==> src/rtl/irqc_pkg.sv <==
package irqc_pkg;
  localparam int DATA_W = 32;
  localparam int ADDR_W = 3;

  typedef enum logic [ADDR_W-1:0] {
    IDX_STATUS  = 3'd0,
    IDX_PENDING = 3'd1,
    IDX_ENABLE  = 3'd2,
    IDX_ACK     = 3'd3,
    IDX_EN_SET  = 3'd4,
    IDX_EN_CLR  = 3'd5,
    IDX_VECTOR  = 3'd6,
    IDX_MASTER  = 3'd7
  } reg_idx_e;

  localparam int MST_OUT_BIT = 0;
  localparam int MST_CAP_BIT = 1;
endpackage

==> src/rtl/irqc_capture.sv <==
module irqc_capture #(
  parameter int          N_SRC     = 32,
  parameter logic [31:0] EDGE_MASK = 32'hFFFF_0000
) (
  input  logic             clk,
  input  logic             rst,
  input  logic [N_SRC-1:0] pins,
  input  logic             cap_en,
  input  logic             sw_load,
  input  logic [N_SRC-1:0] sw_value,
  input  logic [N_SRC-1:0] ack_bits,
  output logic [N_SRC-1:0] status
);
  logic [N_SRC-1:0] prev_q;
  logic [N_SRC-1:0] event_v;
  logic [N_SRC-1:0] stat_d;
  logic [N_SRC-1:0] stat_q;

  // Per-source choice of event: registered rising edge or raw level.
  for (genvar i = 0; i < N_SRC; i++) begin : g_src
    if (EDGE_MASK[i]) begin : g_edge
      assign event_v[i] = pins[i] & ~prev_q[i];
    end else begin : g_level
      assign event_v[i] = pins[i];
    end
  end

  always_comb begin
    stat_d = stat_q;
    if (sw_load && !cap_en) stat_d = sw_value;
    stat_d = stat_d & ~ack_bits;
    if (cap_en) stat_d = stat_d | event_v;
  end

  always_ff @(posedge clk) begin
    if (rst) begin
      prev_q <= '0;
      stat_q <= '0;
    end else begin
      prev_q <= pins;
      stat_q <= stat_d;
    end
  end

  assign status = stat_q;
endmodule

==> src/rtl/irqc_lowest.sv <==
module irqc_lowest #(
  parameter int N_SRC = 32,
  localparam int IDX_W = (N_SRC > 1) ? $clog2(N_SRC) : 1
) (
  input  logic [N_SRC-1:0] req,
  output logic             found,
  output logic [IDX_W-1:0] index
);
  always_comb begin
    found = 1'b0;
    index = '0;
    for (int i = N_SRC - 1; i >= 0; i--) begin
      if (req[i]) begin
        found = 1'b1;
        index = IDX_W'(i);
      end
    end
  end
endmodule

==> src/rtl/irq_vector_ctrl.sv <==
module irq_vector_ctrl
  import irqc_pkg::*;
#(
  parameter int          N_SRC     = 32,
  parameter logic [31:0] EDGE_MASK = 32'hFFFF_0000,
  localparam int IDX_W = (N_SRC > 1) ? $clog2(N_SRC) : 1
) (
  input  logic              clk,
  input  logic              rst,
  input  logic [ADDR_W-1:0] bus_addr,
  input  logic              bus_wr,
  input  logic [DATA_W-1:0] bus_wdata,
  input  logic              bus_rd,
  output logic [DATA_W-1:0] bus_rdata,
  input  logic [N_SRC-1:0]  irq_in,
  output logic              irq_out
);
  logic [N_SRC-1:0]  en_q;
  logic [DATA_W-1:0] mst_q;
  logic [N_SRC-1:0]  status;
  logic [N_SRC-1:0]  pending;
  logic              any_pend;
  logic [IDX_W-1:0]  low_idx;
  logic [DATA_W-1:0] vector;
  logic [DATA_W-1:0] rdata_q;
  logic              irq_q;
  logic              wr_stat;
  logic              wr_ack;

  assign wr_stat = bus_wr && (bus_addr == IDX_STATUS);
  assign wr_ack  = bus_wr && (bus_addr == IDX_ACK);

  irqc_capture #(.N_SRC(N_SRC), .EDGE_MASK(EDGE_MASK)) u_capture (
    .clk      (clk),
    .rst      (rst),
    .pins     (irq_in),
    .cap_en   (mst_q[MST_CAP_BIT]),
    .sw_load  (wr_stat),
    .sw_value (bus_wdata[N_SRC-1:0]),
    .ack_bits (wr_ack ? bus_wdata[N_SRC-1:0] : '0),
    .status   (status)
  );

  assign pending = status & en_q;

  irqc_lowest #(.N_SRC(N_SRC)) u_lowest (
    .req   (pending),
    .found (any_pend),
    .index (low_idx)
  );

  assign vector = any_pend ? DATA_W'(low_idx) : '1;

  always_ff @(posedge clk) begin
    if (rst) begin
      en_q  <= '0;
      mst_q <= '0;
    end else if (bus_wr) begin
      case (bus_addr)
        IDX_ENABLE: en_q  <= bus_wdata[N_SRC-1:0];
        IDX_EN_SET: en_q  <= en_q | bus_wdata[N_SRC-1:0];
        IDX_EN_CLR: en_q  <= en_q & ~bus_wdata[N_SRC-1:0];
        IDX_MASTER: mst_q <= bus_wdata;
        default: ;
      endcase
    end
  end

  always_ff @(posedge clk) begin
    if (rst) begin
      rdata_q <= '0;
      irq_q   <= 1'b0;
    end else begin
      irq_q <= mst_q[MST_OUT_BIT] && any_pend;
      if (bus_rd) begin
        case (bus_addr)
          IDX_STATUS:  rdata_q <= DATA_W'(status);
          IDX_PENDING: rdata_q <= DATA_W'(pending);
          IDX_ENABLE:  rdata_q <= DATA_W'(en_q);
          IDX_VECTOR:  rdata_q <= vector;
          IDX_MASTER:  rdata_q <= mst_q;
          default:     rdata_q <= '0;
        endcase
      end
    end
  end

  assign bus_rdata = rdata_q;
  assign irq_out   = irq_q;
endmodule

==> config.mk <==
export PLATFORM = sky130hd
export DESIGN_NAME = irq_vector_ctrl
export DESIGN_NICKNAME = d
export VERILOG_FILES = /design/src/rtl/irqc_pkg.sv /design/src/rtl/irqc_capture.sv /design/src/rtl/irqc_lowest.sv /design/src/rtl/irq_vector_ctrl.sv
export SDC_FILE = /design/constraint.sdc
export NUM_CORES = 1
export LEC_CHECK = 0
export BUFFER_PORTS_ARGS = -buffer_cell sky130_fd_sc_hd__buf_2
export CORE_ASPECT_RATIO = 0.75
export CORE_MARGIN = 8
export CORE_UTILIZATION = 40
export CTS_BUF_LIST = sky130_fd_sc_hd__clkbuf_4
export DETAILED_ROUTE_END_ITERATION = 16
export GPL_TIMING_DRIVEN = 0
export PLACE_DENSITY = 0.61
export RECOVER_POWER = 100
export SYNTH_ARGS = -nofsm -noshare
export SYNTH_HDL_FRONTEND = slang
export SYNTH_SLANG_ARGS = --single-unit
==> constraint.sdc <==
create_clock -name clk -period 1.8 [get_ports clk]
set_input_delay 0.27 -clock clk [delete_from_list [all_inputs] [get_ports clk]]
set_output_delay 0.27 -clock clk [all_outputs]
set_load 0.01 [all_outputs]
======== Word-level counts from Yosys, hierarchy flattened ========
Index checks and enable logic that the tools add are counted.
operators by class
  reduce and logical (&&, ||, !) cells .... 9
  multiplexer cells ....................... 70
  equal/unequal tests ..................... 7
  bitwise logic cells ..................... 39
operators with widths
  operator                                                               number
  5-bit two-way mux                                                      32
  32-bit case mux with 5 select lines                                    1
  32-bit two-way mux                                                     4
  32-bit AND                                                             3
  32-bit case mux with 3 select lines                                    1
  32-bit inverter                                                        2
  32-bit bitwise OR                                                      2
  1-bit two-way mux                                                      32
  1-bit AND                                                              16
  1-bit inverter                                                         16
  3-bit equality test, second input constant                             4
  3-bit by 2-bit equality test with 1-bit output, second input constant  2
  1-bit logical AND                                                      4
  2-bit AND reduction                                                    2
  3-bit by 1-bit equality test with 1-bit output, second input constant  1
  3-bit logical NOT                                                      1
  3-bit nonzero test                                                     1
  1-bit logical NOT                                                      1
word-level totals
  output and inout bits ................... 33
  input bits .............................. 71
  register bits ........................... 161
  logic and storage cells ................. 131

======== Depth between registers and ports, before layout ========
  depth in word-level cells ............... 35
  depth in mapped cells ................... 9
  gate-level depth less buffers ........... 6

======== Modules after synthesis ========
A second synthesis with hierarchy kept.
unflattened totals
  cells, all modules ...................... 986
  area total of the unflattened synthesis .. 7952.6 um2
by module, submodules not included
  module           area each (um2)  cells each  instances  seq. area each (um2)
  irq_vector_ctrl  5281.3           694         1          1941.9
  irqc_capture     2301.0           227         1          960.9
  irqc_lowest      370.4            65          1          0.0

======== Worst setup path before layout ========
No wires, ideal clock.
  kind .................................... register to register
  from .................................... register mst_q[1]
  to ...................................... register u_capture.stat_q[5], in the netlist u_capture.status[5]
  setup time .............................. 0.132 ns
  clock period less this slack ............ 1.608 ns
  required time ........................... 1.668 ns
  path buffers ............................ 3
  cell stages (with the launch flop) ...... 9
  setup slack ............................. 0.192 ns
  data arrival time ....................... 1.476 ns
  cell sequence ........................... dfxtp_1 buf_2 or4_1 buf_2 buf_6 nor2_1 a21oi_1 o21ai_0 a21oi_1
on the way
  word-level cells in the longest chain between the ends .. 6
RTL lines
  what                    line                   text
  from (decl)             irq_vector_ctrl.sv:19  logic [DATA_W-1:0] mst_q;
  from (signal assigned)  irq_vector_ctrl.sv:63  IDX_MASTER: mst_q <= bus_wdata;
  1-bit logical NOT       irqc_capture.sv:30     if (sw_load && !cap_en) stat_d = sw_value;
  1-bit logical AND       irqc_capture.sv:30
  32-bit two-way mux      irqc_capture.sv:30
  32-bit AND              irqc_capture.sv:31     stat_d = stat_d & ~ack_bits;
  32-bit bitwise OR       irqc_capture.sv:32     if (cap_en) stat_d = stat_d | event_v;
  32-bit two-way mux (*)  irqc_capture.sv:32
  to (signal assigned)    irqc_capture.sv:41     stat_q <= stat_d;
  to (decl)               irqc_capture.sv:17     logic [N_SRC-1:0] stat_q;
Mark *: on every way between the ends. The rest lies on a longest branch, timed or not.
A chain may end at the register's enable or synchronous reset.

======== Worst setup path in the final report ========
  from .................................... register en_q[2]
  to ...................................... register rdata_q[28], in the netlist bus_rdata[28]
on the way
  word-level cells in the longest chain between the ends .. 6
RTL lines
  what                                 line                   text
  from (decl)                          irq_vector_ctrl.sv:18  logic [N_SRC-1:0] en_q;
  from (signal assigned)               irq_vector_ctrl.sv:60  IDX_ENABLE: en_q <= bus_wdata[N_SRC-1:0];
  from (signal assigned)               irq_vector_ctrl.sv:61  IDX_EN_SET: en_q <= en_q | bus_wdata[N_SRC-1:0];
  from (signal assigned)               irq_vector_ctrl.sv:62  IDX_EN_CLR: en_q <= en_q & ~bus_wdata[N_SRC-1:0];
  32-bit AND                           irq_vector_ctrl.sv:44  assign pending = status & en_q;
  1-bit two-way mux (3 in series)      irqc_lowest.sv:13      if (req[i]) begin
  32-bit two-way mux                   irq_vector_ctrl.sv:52  assign vector = any_pend ? DATA_W'(low_idx) : '1;
  32-bit case mux with 5 select lines  irq_vector_ctrl.sv:76  case (bus_addr)
  to (signal assigned)                 irq_vector_ctrl.sv:77  IDX_STATUS: rdata_q <= DATA_W'(status);
  to (signal assigned)                 irq_vector_ctrl.sv:78  IDX_PENDING: rdata_q <= DATA_W'(pending);
  to (signal assigned)                 irq_vector_ctrl.sv:79  IDX_ENABLE: rdata_q <= DATA_W'(en_q);
  to (decl)                            irq_vector_ctrl.sv:25  logic [DATA_W-1:0] rdata_q;
No other way between the ends.

==> metrics <==
Die W=168 um; Hold Path Class=in -> reg; # rows=41; Worst Path Buf+Inv=1; CP cell instances=a222oi_1 -> and3_1 -> nand2_2 -> nor2b_4 -> buf_6 -> a211oi_1 -> o21ai_1; met1 usage in global routing=31.8%; initial antenna violation count=1; Iteration-0 DRC Markers=734; Mapped Nets=986; violated checks=setup timing; critical path depth=7; Routed Antenna Nets=0; largest family of logic cells by synthesized area=compound AO/OA/AOI/OAI gates; sequential area share after synthesis=41.7%; beginning of the critical path=en_q[2]; placed wire-length estimate=17300 um; critical path's top delay family=compound AO/OA/AOI/OAI gates; CTS Buf Count=17; maxcap violations=0; register area=2910 sq um; Final setup viols=4; # DRC=0; post-synthesis adder-cell area fraction=0%; core area=16900 sq um; CTS tree=yes; GRT Max-Usage Layer=met2; Hold Vio Cnt, Final=0; worst-skew pair later-pin latency=0.58 ns; total number of vias=7493; Cell Pwr Density=741 nW/um^2; CTS Sinks=145; NumNets Final=1181; fillers=1733; Final Max Slew Viols=0; Highest Clock Rate=0.546 GHz; Crit path required time=2.31 ns; Worst Path Max Fanout=10; Final GP Congestion=0.900; main flop type after synthesis=dfxtp_1; Worst Reg-to-Reg Cells=7; I/O Pins=104; post-synthesis compound-gate area fraction=31.6%; startpoint type of the worst setup path=flop; largest buffer count on any clock path=2; Remaining Overflow, GRT=0; total track usage=22.4%; Placement Cell Area=7750 sq um; Syn Inst Count=915; synthesis-to-layout area growth=26.1%; CP endpoint kind=flop; setup ws final=-0.0323 ns; worst rel slew slack=51.0%; Worst Hold Launch=bus_rd; mux cell area share after synthesis=0%; Reg-to-Reg End=bus_rdata[28]; layout cell share with drive strength beyond 1=14.7%; peak supply drop=0.526 mV; status=finished, violations left; Root Driver=clkbuf_4; I/O Buffers=103; met2 Use GR=32.6%; worst hold path stage count=3; setup TNS=-0.0600 ns; DIE HEIGHT=130 um; distinct cell type count after synthesis=52; Hold EP=bus_rdata[3]; vias in the first global route=7102; YS warnings=0; Avg Cell Area, Syn=7.61 sq um; minimum clock period=1.83 ns; CP arrival=2.34 ns; CTS clock-pin slew for the worst setup and hold paths=0.13 ns; Final Skew=0.0167 ns; RSZ-0062 raised after global routing=true; Post-Route WL=24600 um; WL/cell=18.3 um; EDFF count, synth=0; DIE AREA=21900 sq um; first-pass GRT wire length=38700 um; post-synthesis simple-gate area fraction=21.8%; worst slew pin tran=0.735 ns; number of synthesized register bits=145; most common cell after layout, fill and taps aside=nand2_1; xor/xnor cell area share of the yosys netlist=0%; multi-input logic area=3770 sq um; largest net degree at the start of global routing=17; met3 Usage GRT=5.82%; vias per cell=5.60; CP Class=reg -> reg; period utilization=102%; H-tree Lvls=4; crit path max-delay cell type=a222oi_1; Synth async-reset ratio=0%; Design Area, Final=8790 sq um; max incr delay on CP=0.44 ns; Pleak=3.05 nW; reg-to-reg startpoint=en_q[2]; DRT Pass-1 Iters=5; flop-to-flop setup slack=-0.03 ns; commonest non-fill, non-tap cells in the layout=161 x nand2_1, 139 x dfxtp_1, 131 x a21oi_1; cell area after synthesis=6970 sq um; Starting Density=41.2%
per-layer routing:
metal  wire [um]  up-vias
li1            -     3623
met4         459        0
met1       11900     3512
met2       10100      319
met3        2090       39
met5           0        -
how the worst max path moves through the flow:
| stage | endpoint | slack [ns] |
|---|---|---|
| after floorplan | u_capture.status[5] | 0.19 |
| after global placement | bus_rdata[23] | -0.41 |
| after detailed placement | bus_rdata[28] | -0.51 |
| after CTS | bus_rdata[28] | -0.009 |
| after global routing | bus_rdata[27] | -0.1 |
| final | bus_rdata[28] | -0.03 |
what timing repair did:
action | 4_1_cts | 5_1_grt
endpoints found under the setup margin | 59 | 60
gates resized for setup | 11 | 21
endpoints found under the hold margin | 95 | 0
hold buffers | 64 | 0
setup buffers | 4 | 6
pin swaps | 4 | 7
cell usage after synthesis, types with 2 or more instances:
library cell | instances | area [sq um]
nor2_1 | 64 | 240
a22oi_2 | 4 | 50.1
o21ai_1 | 50 | 250
a2111oi_1 | 2 | 20.0
inv_1 | 6 | 22.5
a32oi_1 | 4 | 35.0
nand2_1 | 161 | 604
o21ai_0 | 81 | 405
buf_2 | 13 | 65.1
a21oi_1 | 131 | 656
buf_4 | 3 | 22.5
o211ai_1 | 5 | 37.5
nor2b_1 | 48 | 300
and3_1 | 4 | 25.0
nand3_1 | 4 | 20.0
buf_6 | 5 | 56.3
a22o_1 | 4 | 35.0
nor2_2 | 5 | 31.3
nand2b_1 | 7 | 43.8
a211oi_1 | 29 | 218
a22oi_1 | 44 | 330
dfxtp_1 | 145 | 2900
a222oi_1 | 3 | 30.0
a31oi_1 | 2 | 12.5
nand3b_1 | 16 | 120
o21bai_1 | 2 | 15.0
clkbuf_2 | 2 | 10.0
clkbuf_1 | 46 | 173
and2_1 | 2 | 12.5
per-stage QoR:
stage	hold slack, ns	instances	power [mW]	util, %	setup WS [ns]
global route	0.0590	1338	6.77	51.9	-0.0984
CTS	0.0324	1332	6.53	51.7	-0.00920
finish	0.0649	1338	6.51	51.9	-0.0323
floorplan	0.398	915	3.90	-	0.192
detailed placement	0.439	1233	4.25	45.8	-0.512
global placement	0.434	1233	4.24	45.8	-0.415
worst min-delay path, stage by stage:
cell and delay [ns]:
buf_2 0.16, nand2b_1 0.12, a21oi_1 0.06
flip-flops by register name, summed over array words and instances, names as in the netlist:
register / count
u_capture.status: 32
mst_q: 32
u_capture.prev_q: 16
irq_out: 1
bus_rdata: 32
en_q: 32
cell type report:
class / instances / share of cell area [%]
multi-input cells: 695 / 42.9
inverters: 6 / 0.256
flip-flops and latches: 145 / 33.1
clock buffers: 19 / 1.62
plain buffers: 68 / 3.87
clock inverters: 12 / 1.62
repair buffers: 177 / 13.5
well taps: 215 / 3.06
diodes: 1 / 0.0285
cells by family after synthesis:
group | count (synthesis)
DFF | 145
and+or+nand+nor | 324
buffers and inverters | 75
AOI/OAI and AO/OA | 371
power breakdown:
part / internal [mW] / switching (mW) / total, mW
logic: 0.372 / 0.511 / 0.883
registers: 3.32 / 0.113 / 3.44
clock network: 0.970 / 1.22 / 2.19
No activity file was read; power rests on OpenSTA's default activity.
